`src/rtl/rtcdiv_pkg.sv`:
```
package rtcdiv_pkg;

  // Number of leading stages skipped for a select code; "stages" means held.
  function automatic int unsigned sel_to_bypass(
    input logic [2:0]  sel,
    input int unsigned stages,
    input int unsigned mid,
    input int unsigned hi,
    input bit          reduced
  );
    int unsigned b;
    if (reduced) begin
      b = sel[0] ? stages : hi;
    end else begin
      case (sel)
        3'b000:  b = 0;
        3'b001:  b = mid;
        3'b010:  b = hi;
        default: b = stages;
      endcase
    end
    return b;
  endfunction

endpackage

```
`src/rtl/rtcdiv_sel_decode.sv`:
```
module rtcdiv_sel_decode #(
  parameter int unsigned STAGES  = 22,
  parameter int unsigned BYP_MID = 2,
  parameter int unsigned BYP_HI  = 7,
  parameter bit          REDUCED = 1'b0,
  localparam int unsigned BW     = $clog2(STAGES + 1)
) (
  input  logic [2:0]    sel,
  output logic [BW-1:0] bypass,
  output logic          hold
);
  import rtcdiv_pkg::*;

  generate
    if (REDUCED) begin : g_reduced
      always_comb begin
        bypass = BW'(sel_to_bypass({2'b00, sel[0]}, STAGES, BYP_MID, BYP_HI, 1'b1));
      end
    end else begin : g_full
      always_comb begin
        bypass = BW'(sel_to_bypass(sel, STAGES, BYP_MID, BYP_HI, 1'b0));
      end
    end
  endgenerate

  assign hold = (32'(bypass) >= STAGES);

endmodule

```
`src/rtl/rtcdiv_lane_mask.sv`:
```
module rtcdiv_lane_mask #(
  parameter int unsigned STAGES = 22,
  localparam int unsigned BW    = $clog2(STAGES + 1)
) (
  input  logic [BW-1:0]     bypass,
  output logic [STAGES-1:0] mask
);
  // Stage k of the active chain exists when k + bypass < STAGES.
  for (genvar k = 0; k < STAGES; k++) begin : g_lane
    localparam int unsigned K = k;
    assign mask[k] = (32'(bypass) + K) < STAGES;
  end
endmodule

```
`src/rtl/rtcdiv_chain.sv`:
```
module rtcdiv_chain #(
  parameter int unsigned STAGES = 22,
  localparam int unsigned BW    = $clog2(STAGES + 1)
) (
  input  logic              clk,
  input  logic              rst_n,
  input  logic              en,
  input  logic              hold,
  input  logic [BW-1:0]     bypass,
  input  logic [STAGES-1:0] mask,
  output logic [STAGES-1:0] cnt,
  output logic              tick
);
  logic [BW-1:0]     byp_q;
  logic              sel_chg;
  logic              wrap;
  logic [STAGES-1:0] cnt_inc;

  assign sel_chg = (bypass != byp_q);
  assign wrap    = &(cnt | ~mask);
  assign cnt_inc = (cnt + {{(STAGES-1){1'b0}}, 1'b1}) & mask;

  always_ff @(posedge clk) begin
    if (!rst_n) begin
      byp_q <= '0;
      cnt   <= '0;
      tick  <= 1'b0;
    end else begin
      byp_q <= bypass;
      if (hold || sel_chg) begin
        cnt  <= '0;
        tick <= 1'b0;
      end else if (en) begin
        if (wrap) begin
          cnt  <= '0;
          tick <= 1'b1;
        end else begin
          cnt  <= cnt_inc;
          tick <= 1'b0;
        end
      end else begin
        tick <= 1'b0;
      end
    end
  end
endmodule

```
`src/rtl/rtcdiv_timebase.sv`:
```
module rtcdiv_timebase #(
  parameter int unsigned STAGES  = 22,
  parameter int unsigned BYP_MID = 2,
  parameter int unsigned BYP_HI  = 7,
  parameter bit          REDUCED = 1'b0
) (
  input  logic              clk,
  input  logic              rst_n,
  input  logic              osc_en,
  input  logic [2:0]        div_sel,
  output logic              sec_tick,
  output logic [STAGES-1:0] taps
);
  localparam int unsigned BW = $clog2(STAGES + 1);

  logic [BW-1:0]     bypass;
  logic              hold;
  logic [STAGES-1:0] mask;

  rtcdiv_sel_decode #(
    .STAGES(STAGES), .BYP_MID(BYP_MID), .BYP_HI(BYP_HI), .REDUCED(REDUCED)
  ) u_decode (
    .sel(div_sel), .bypass(bypass), .hold(hold)
  );

  rtcdiv_lane_mask #(.STAGES(STAGES)) u_mask (
    .bypass(bypass), .mask(mask)
  );

  rtcdiv_chain #(.STAGES(STAGES)) u_chain (
    .clk(clk), .rst_n(rst_n), .en(osc_en), .hold(hold),
    .bypass(bypass), .mask(mask), .cnt(taps), .tick(sec_tick)
  );
endmodule

```
`config.mk`:
```
export PLATFORM = sky130hd
export DESIGN_NAME = rtcdiv_timebase
export DESIGN_NICKNAME = d
export VERILOG_FILES = /design/src/rtl/rtcdiv_pkg.sv /design/src/rtl/rtcdiv_sel_decode.sv /design/src/rtl/rtcdiv_lane_mask.sv /design/src/rtl/rtcdiv_chain.sv /design/src/rtl/rtcdiv_timebase.sv
export SDC_FILE = /design/constraint.sdc
export NUM_CORES = 1
export LEC_CHECK = 0
export ABC_AREA = 1
export BUFFER_PORTS_ARGS = -buffer_cell sky130_fd_sc_hd__buf_2
export CORE_ASPECT_RATIO = 1.75
export CORE_MARGIN = 2
export CORE_UTILIZATION = 40
export DETAILED_ROUTE_END_ITERATION = 16
export SLEW_MARGIN = 20
export SYNTH_ARGS = -nofsm -noshare
export SYNTH_HDL_FRONTEND = slang
export SYNTH_SLANG_ARGS = --single-unit
```
`constraint.sdc`:
```
create_clock -name clk -period 1.6 [get_ports clk]
set_input_delay 0.32 -clock clk [delete_from_list [all_inputs] [get_ports clk]]
set_output_delay 0.32 -clock clk [all_outputs]
set_load 0.005 [all_outputs]
```
==> results of run 1 <==
[where the power goes]
group	internal (W)	switching [W]
sequential	0.000676	0.00000226
clock	0.000179	0.000221
combinational	0.0000369	0.0000718
total	0.000891	0.000295
[flip-flops by register name (all words and copies together) (netlist names)]
name and flops:
u_chain.byp_q 4, u_chain.tick 1, u_chain.cnt 22
[final timing paths]
kind                                startpoint          endpoint  slack, ns  cells past startpoint
worst max-delay path            u_chain.cnt[0]   u_chain.cnt[16]       0.11                      8
worst min-delay path                     rst_n  u_chain.byp_q[2]       0.32                      3
worst max register to register  u_chain.cnt[0]   u_chain.cnt[16]       0.11                      8
worst min register to register  u_chain.cnt[3]    u_chain.cnt[3]       0.51                      2
[cells in the mapped netlist (all sizes together)]
| library cell | n | share of area [%] |
|---|---|---|
| nor3 | 4 | 2.1 |
| nor2 | 28 | 8.3 |
| inv | 23 | 5.1 |
| o21ai | 3 | 0.89 |
| a21oi | 26 | 12 |
| o21bai | 2 | 0.89 |
| dfxtp | 27 | 32 |
| ha | 1 | 0.74 |
| a21boi | 1 | 0.44 |
| clkbuf | 2 | 0.44 |
| clkinv | 1 | 0.22 |
| nand3 | 19 | 5.6 |
| xnor2 | 2 | 1.0 |
| nand4 | 13 | 5.7 |
| o211ai | 3 | 1.3 |
| nand2 | 70 | 16 |
| buf | 4 | 2.3 |
| xor2 | 6 | 3.1 |
| o2111ai | 1 | 0.52 |
| or2 | 3 | 1.1 |
[worst max-delay path, cell delays in order (launching register included)]
cell,delay (ns)
dfxtp_2,0.37
ha_1,0.18
nand2_2,0.10
nor2_4,0.14
nand2_2,0.10
nor2_1,0.17
xor2_1,0.16
nand3_1,0.09
a21oi_2,0.12
[timing repair]
action,4_1_cts,5_1_grt
pin swaps,0,2
setup endpoints to repair,1,8
setup buffers,0,1
hold buffers,0,0
gates resized for setup,1,10
[kinds of logic after synthesis]
kind of cell,after synthesis,share of synthesized area [%]
xor+xnor,8,4.14
simple gates,137,38.9
compound gates,36,16.2
buf+inv,30,8.06
fa+ha+maj,1,0.740
flops,27,32.0
[cell usage in the layout (no fill, tap or decap), drive strengths merged]
master   instances
ha               1
o21bai           2
or2              3
a21boi           1
o21ai            3
o2111ai          1
dfxtp           27
nand4           13
nand3           19
xnor2            2
nor2            28
nand2           70
clkinv           1
inv             23
nor3             4
xor2             6
clkbuf           4
o211ai           3
a21oi           26
buf             60
[routing by layer]
layer / up-vias / wire (um) / global-route usage (%)
met5: - / 0 / 0
met4: 0 / 79 / 5.13
met3: 8 / 107 / 1.66
met2: 28 / 2480 / 39.1
met1: 804 / 1920 / 24.1
li1: 904 / - / -
[stage by stage]
step / total power [W] / area [um2] / hold WS [ns] / TNS [ns] / setup WS, ns
2_1_floorplan: 0.000764 / 1690 / 0.448 / 0 / 0.108
3_3_place_gp: 0.000803 / 2100 / 0.514 / 0 / 0.0759
3_5_place_dp: 0.000804 / 2100 / 0.525 / 0 / 0.0534
4_1_cts: 0.00120 / 2150 / 0.320 / 0 / 0.0306
5_1_grt: 0.00124 / 2180 / 0.355 / -0.00681 / -0.00681
6_report: 0.00119 / 2180 / 0.321 / 0 / 0.108
[area by class of cell]
type / count / area share [%]
timing repair buffer: 60 / 18.6
clock buffer: 4 / 2.07
inverter: 24 / 4.14
sequential: 27 / 25.2
multi-input combinational: 182 / 47.2
tap: 49 / 2.81
==> reports/qor.csv, run 1 <==
stage,metric,value,unit
route,DRT iter0 DRCs,30,
setup_path,Critical Path RT,1.82,ns
route,drt via density,5.04,
finish,share of cells above drive strength 1,37.4,%
placed_design,Buffers on Ports,28,
yosys,post-synth cell types,29,
clock_tree,clock sink total,27,
finish,final std cells w/o fill,346,
floorplan,Die Area,4790,um2
finish,fillers,453,
sta,Final min period,1.49,ns
yosys,mapped cell area,1690,um2
pwr,Pleak,0.881,nW
global_route,largest net degree at the start of global routing,22,
floorplan,Initial Utilization,41.1,%
route,TritonRoute pass-1 iters,4,
placed_design,gp weighted congestion,0.817,
sta,post-route clock period utilization,93.3,%
clock_tree,clk buf depth,2,
yosys,Mapped Nets,246,
floorplan,Die Y,90.0,um
sta,worst-margin pin slew,0.370,ns
sta,Fmax,670,MHz
global_route,number of global-route vias before repair,1761,
clock_tree,clk slew on worst S/H paths,0.10,ns
worst_hold_path,type of the tightest min-delay check,primary input to register,
clock_tree,TritonCTS clock tree,done,
clock_tree,Clock Latency Late Sink,0.27,ns
route,# DRC,0,
placed_design,dpl cells,341,
yosys,Mean Syn Cell Area,7.08,um2
sta,final setup skew,0.00630,ns
yosys,#FFs+latches synth,27,
sta,Fin. Hold Viols,0,
finish,final core occ,53.0,%
setup_path,CP Max Fanout,4,
global_route,first-pass GRT wire length,7.70,mm
floorplan,core area,4110,um2
sta,Final setup viols,0,
route,via count,1744,
yosys,Synth Warn #,0,
floorplan,row count,31,
route,Post-DRT Antenna Nets,0,
outcome,status,completed,
route,total wire length,4.58,mm
finish,Seq. cell area,549,um2
route,WL per Instance,13.2,um
global_route,total grt overflow,0,
finish,Antenna Diode Count,0,
placed_design,post-detailed-placement half-perimeter wirelength,3.54,mm
finish,final net count,305,
sta,Final Max Tran Viols,0,
global_route,initial antenna violation count,0,
job,max cap viols,0,
clock_tree,H-Tree Depth,1,
floorplan,die width,53.2,um
global_route,Total Routing Usage GR,20.9,%
finish,Multi-input gate area,1030,um2
yosys,sequential cell area fraction in the yosys report,32.0,%
floorplan,io pins,29,
yosys,Post-Syn Instances,239,
sta,max_slew headroom,75.2,%
clock_tree,total CTS buffers,3,
clock_tree,root buffer cell,clkbuf_8,
pwr,maximum vdd drop,0.322,mV
setup_path,crit end category,register,
pwr,PwrDens,545,nW/um2
finish,synthesis-to-layout area growth,28.8,%
setup_path,crit path kind,register to register,
setup_path,CP startpoint kind,register,
setup_path,Worst EP arrival,1.71,ns
No activity file was read; power rests on OpenSTA's default activity.
==> run 2: changes to the inputs <==
--- a/config.mk
+++ b/config.mk
@@ -14,4 +14,5 @@
 export SLEW_MARGIN = 20
 export SYNTH_ARGS = -nofsm -noshare
 export SYNTH_HDL_FRONTEND = slang
+export SYNTH_HIERARCHICAL = 1
 export SYNTH_SLANG_ARGS = --single-unit
==> run 2 against run 1 <==
Against the previous run: the run now ends with setup timing left; sequential share of layout area fell by 13 points; final area rose by 110%; cell count rose by 110%; critical path depth rose by 11; total power rose by 95%; first-iteration DRC count rose to 6.1 times the previous value; synthesized cell count rose by 130%; combinational power rose to 7.7 times the previous value; global-route usage rose by 3.9 points; die area rose by 86%; non-clock buffer count rose by 46; clock skew fell by 0.0034 ns; critical path type is now primary input to register; largest cell class unchanged.
==> reports/qor.csv, run 2 <==
stage,metric,value,unit
finish,share of cells above drive strength 1,34.0,%
placed_design,gp weighted congestion,0.944,
global_route,Total Routing Usage GR,24.8,%
clock_tree,clock sink total,28,
yosys,Synth area leaders,"nand2_1 (24%), dfxtp_1 (17%), inv_1 (9.1%)",
sta,Final setup viols,23,
route,Post-DRT Antenna Nets,0,
setup_path,Critical Path RT,1.77,ns
worst_hold_path,type of the tightest min-delay check,primary input to register,
clock_tree,Clock Latency Late Sink,0.27,ns
clock_tree,CTS Hold Bufs,0,
floorplan,die width,72.2,um
setup_path,crit end category,register,
finish,top flop regs,"u_chain/cnt x22, u_chain/byp_q x5, u_chain/tick x1",
finish,Antenna Diode Count,0,
yosys,Mean Syn Cell Area,5.81,um2
setup_path,critical-path cell list,"buf_8, clkinvlp_4, nand3_4, clkinv_8, ha_4, buf_4, o21ai_0, a21oi_1, nand2_1, nand2_1, nor2_2, nand2_1, nor2_2, nand2_4, buf_6, nand3_2, nand2_1, nand2_1, inv_1",
route,TritonRoute pass-1 iters,5,
finish,synthesis-to-layout area growth,38.7,%
pwr,maximum vdd drop,0.558,mV
sta,Fmax,442,MHz
outcome,status,"complete, but fails checks",
placed_design,post-detailed-placement half-perimeter wirelength,8.19,mm
setup_path,cell mode on critical path,nand2_1,
route,total wire length,10.6,mm
clock_tree,root buffer cell,clkbuf_16,
floorplan,Initial Utilization,41.1,%
placed_design,dpl cells,722,
finish,final net count,681,
setup_path,crit path kind,primary input to register,
yosys,Post-synth EDFFs,0,
placed_design,Buffers on Ports,28,
sta,Setup WS post-layout,-0.661,ns
sta,Final Max Tran Viols,0,
finish,Reg with most FFs,u_chain/cnt,
setup_path,CP startpoint kind,primary input,
setup_path,critical path's largest stage delay,0.20,ns
yosys,post-synth cell types,35,
setup_path,CP Max Fanout,8,
sta,worst-margin pin slew,0.588,ns
finish,"most common cell after layout, fill and taps aside",nand2_1,
global_route,initial antenna violation count,0,
route,DRT iter0 DRCs,182,
yosys,cell with the most instances after synthesis,nand2_1,
finish,most frequent cells in the layout,"nand2_1 (190), buf_4 (72), inv_1 (72)",
clock_tree,clk slew on worst S/H paths,0.07,ns
global_route,total grt overflow,0,
floorplan,row count,43,
yosys,Post-synth top cells,"nand2_1 (206), inv_1 (79), nand3_1 (41)",
clock_tree,H-Tree Depth,1,
global_route,number of global-route vias before repair,3727,
route,WL per Instance,14.3,um
job,max cap viols,0,
global_route,largest net degree at the start of global routing,30,
clock_tree,clk buf depth,2,
route,drt via density,5.13,
sta,RSZ-0062 raised after global routing,true,
yosys,"area leader, netlist",nand2_1,
sta,max_slew headroom,60.7,%
yosys,Post-Syn Instances,560,
clock_tree,TritonCTS clock tree,done,
yosys,Post-synth top flop,dfxtp_1,
yosys,async set-reset flop share out of synthesis,0,%
finish,final std cells w/o fill,743,
setup_path,CP max stage cell,nand3_4,
yosys,mapped cell area,3250,um2
yosys,Synth top area share,23.8,%
setup_path,Worst EP arrival,2.43,ns
route,# DRC,0,
floorplan,Die Area,8900,um2
route,via count,3812,
floorplan,core area,7910,um2
yosys,Mapped Nets,587,
pwr,PwrDens,512,nW/um2
sta,final setup skew,0.00295,ns
sta,post-route clock period utilization,141,%
placed_design,pre-CTS setup slack,-1.01,ns
global_route,first-pass GRT wire length,17.3,mm
yosys,sequential cell area fraction in the yosys report,17.2,%
sta,setup_tns,-12.78,ns
pwr,Pleak,2.22,nW
floorplan,Die Y,123,um
yosys,Synth Warn #,6,
sta,Fin. Hold Viols,0,
yosys,#FFs+latches synth,28,
sta,Final min period,2.26,ns
finish,final core occ,57.0,%
clock_tree,total CTS buffers,3,
finish,max reg flops,22,
floorplan,io pins,29,
outcome,violated checks,setup timing,
[run 2: cell types whose count changed after synthesis, sizes merged, moves of 15 or more]
cell,previous run,this run
ha,1,21
inv,23,89
nand2,70,214
nand3,19,47
nor2,28,43
o21ai,3,24
[run 2: critical path: cells and delay by family]
kind	cells	cell delay [ns]
buffers and inverters	6	0.64
AO/OA/AOI/OAI	2	0.28
AND/OR/NAND/NOR	10	0.98
adder cells (fa/ha/maj)	1	0.20
[run 2: per-layer routing]
layer  wire length, um  GRT usage, %  vias up  share of wire, %
met1              3750          24.6     1736                35
met5                 0             0        -                 0
met3               316          1.87       47               3.0
met2              5820          48.0      113                55
li1                  -             -     1916                 -
met4               704          15.3        0               6.6
[run 2: stage by stage]
step / cell area, um2 / power, W / hold WS (ns)
2_1_floorplan: 3390 / 0.00117 / 0.418
3_3_place_gp: 3970 / 0.00139 / 0.502
3_5_place_dp: 3970 / 0.00139 / 0.515
4_1_cts: 4380 / 0.00227 / 0.315
5_1_grt: 4510 / 0.00244 / 0.333
6_report: 4510 / 0.00231 / 0.314
[run 2: cell type report]
| type | instances | area [um2] |
|---|---|---|
| multi-input combinational | 426 | 2560 |
| clock inverter | 1 | 30.0 |
| sequential | 28 | 561 |
| timing repair buffer | 106 | 801 |
| inverter | 89 | 369 |
| fill | 779 | 3400 |
| tap | 90 | 113 |
| clock buffer | 3 | 75.1 |
[run 2: timing repair]
item	CTS	global route
cloned	1	0
gates resized for setup	50	24
endpoints found under the setup margin	23	23
buffers inserted	11	6
pin swaps	38	29
endpoints found under the hold margin	0	0
[run 2: kinds of logic (layout without fill, tap and decap cells)]
group,count (synthesis),after routing,share of synthesized area [%]
other,1,1,0.115
adders and majority gates,21,21,8.08
AOI/OAI and AO/OA,66,66,11.4
and+or+nand+nor,324,324,44.4
DFF,28,28,17.2
xor gates and xnor gates,14,14,3.77
buffers and inverters,106,199,14.9
[run 2: worst paths after layout]
kind	start	slack (ns)	depth (start not counted)	end
worst min-delay path	rst_n	0.31	3	u_chain/byp_q[2]
worst min register to register	u_chain/cnt[20]	0.53	2	u_chain/cnt[20]
worst max register to register	u_chain/cnt[7]	0.02	11	u_chain/cnt[7]
worst max-delay path	div_sel[1]	-0.66	19	u_chain/cnt[7]
[run 2: report_power, final]
part	switching, W	internal (W)
Clock	0.000268	0.000499
Combinational	0.000463	0.000375
Sequential	0.00000272	0.000703
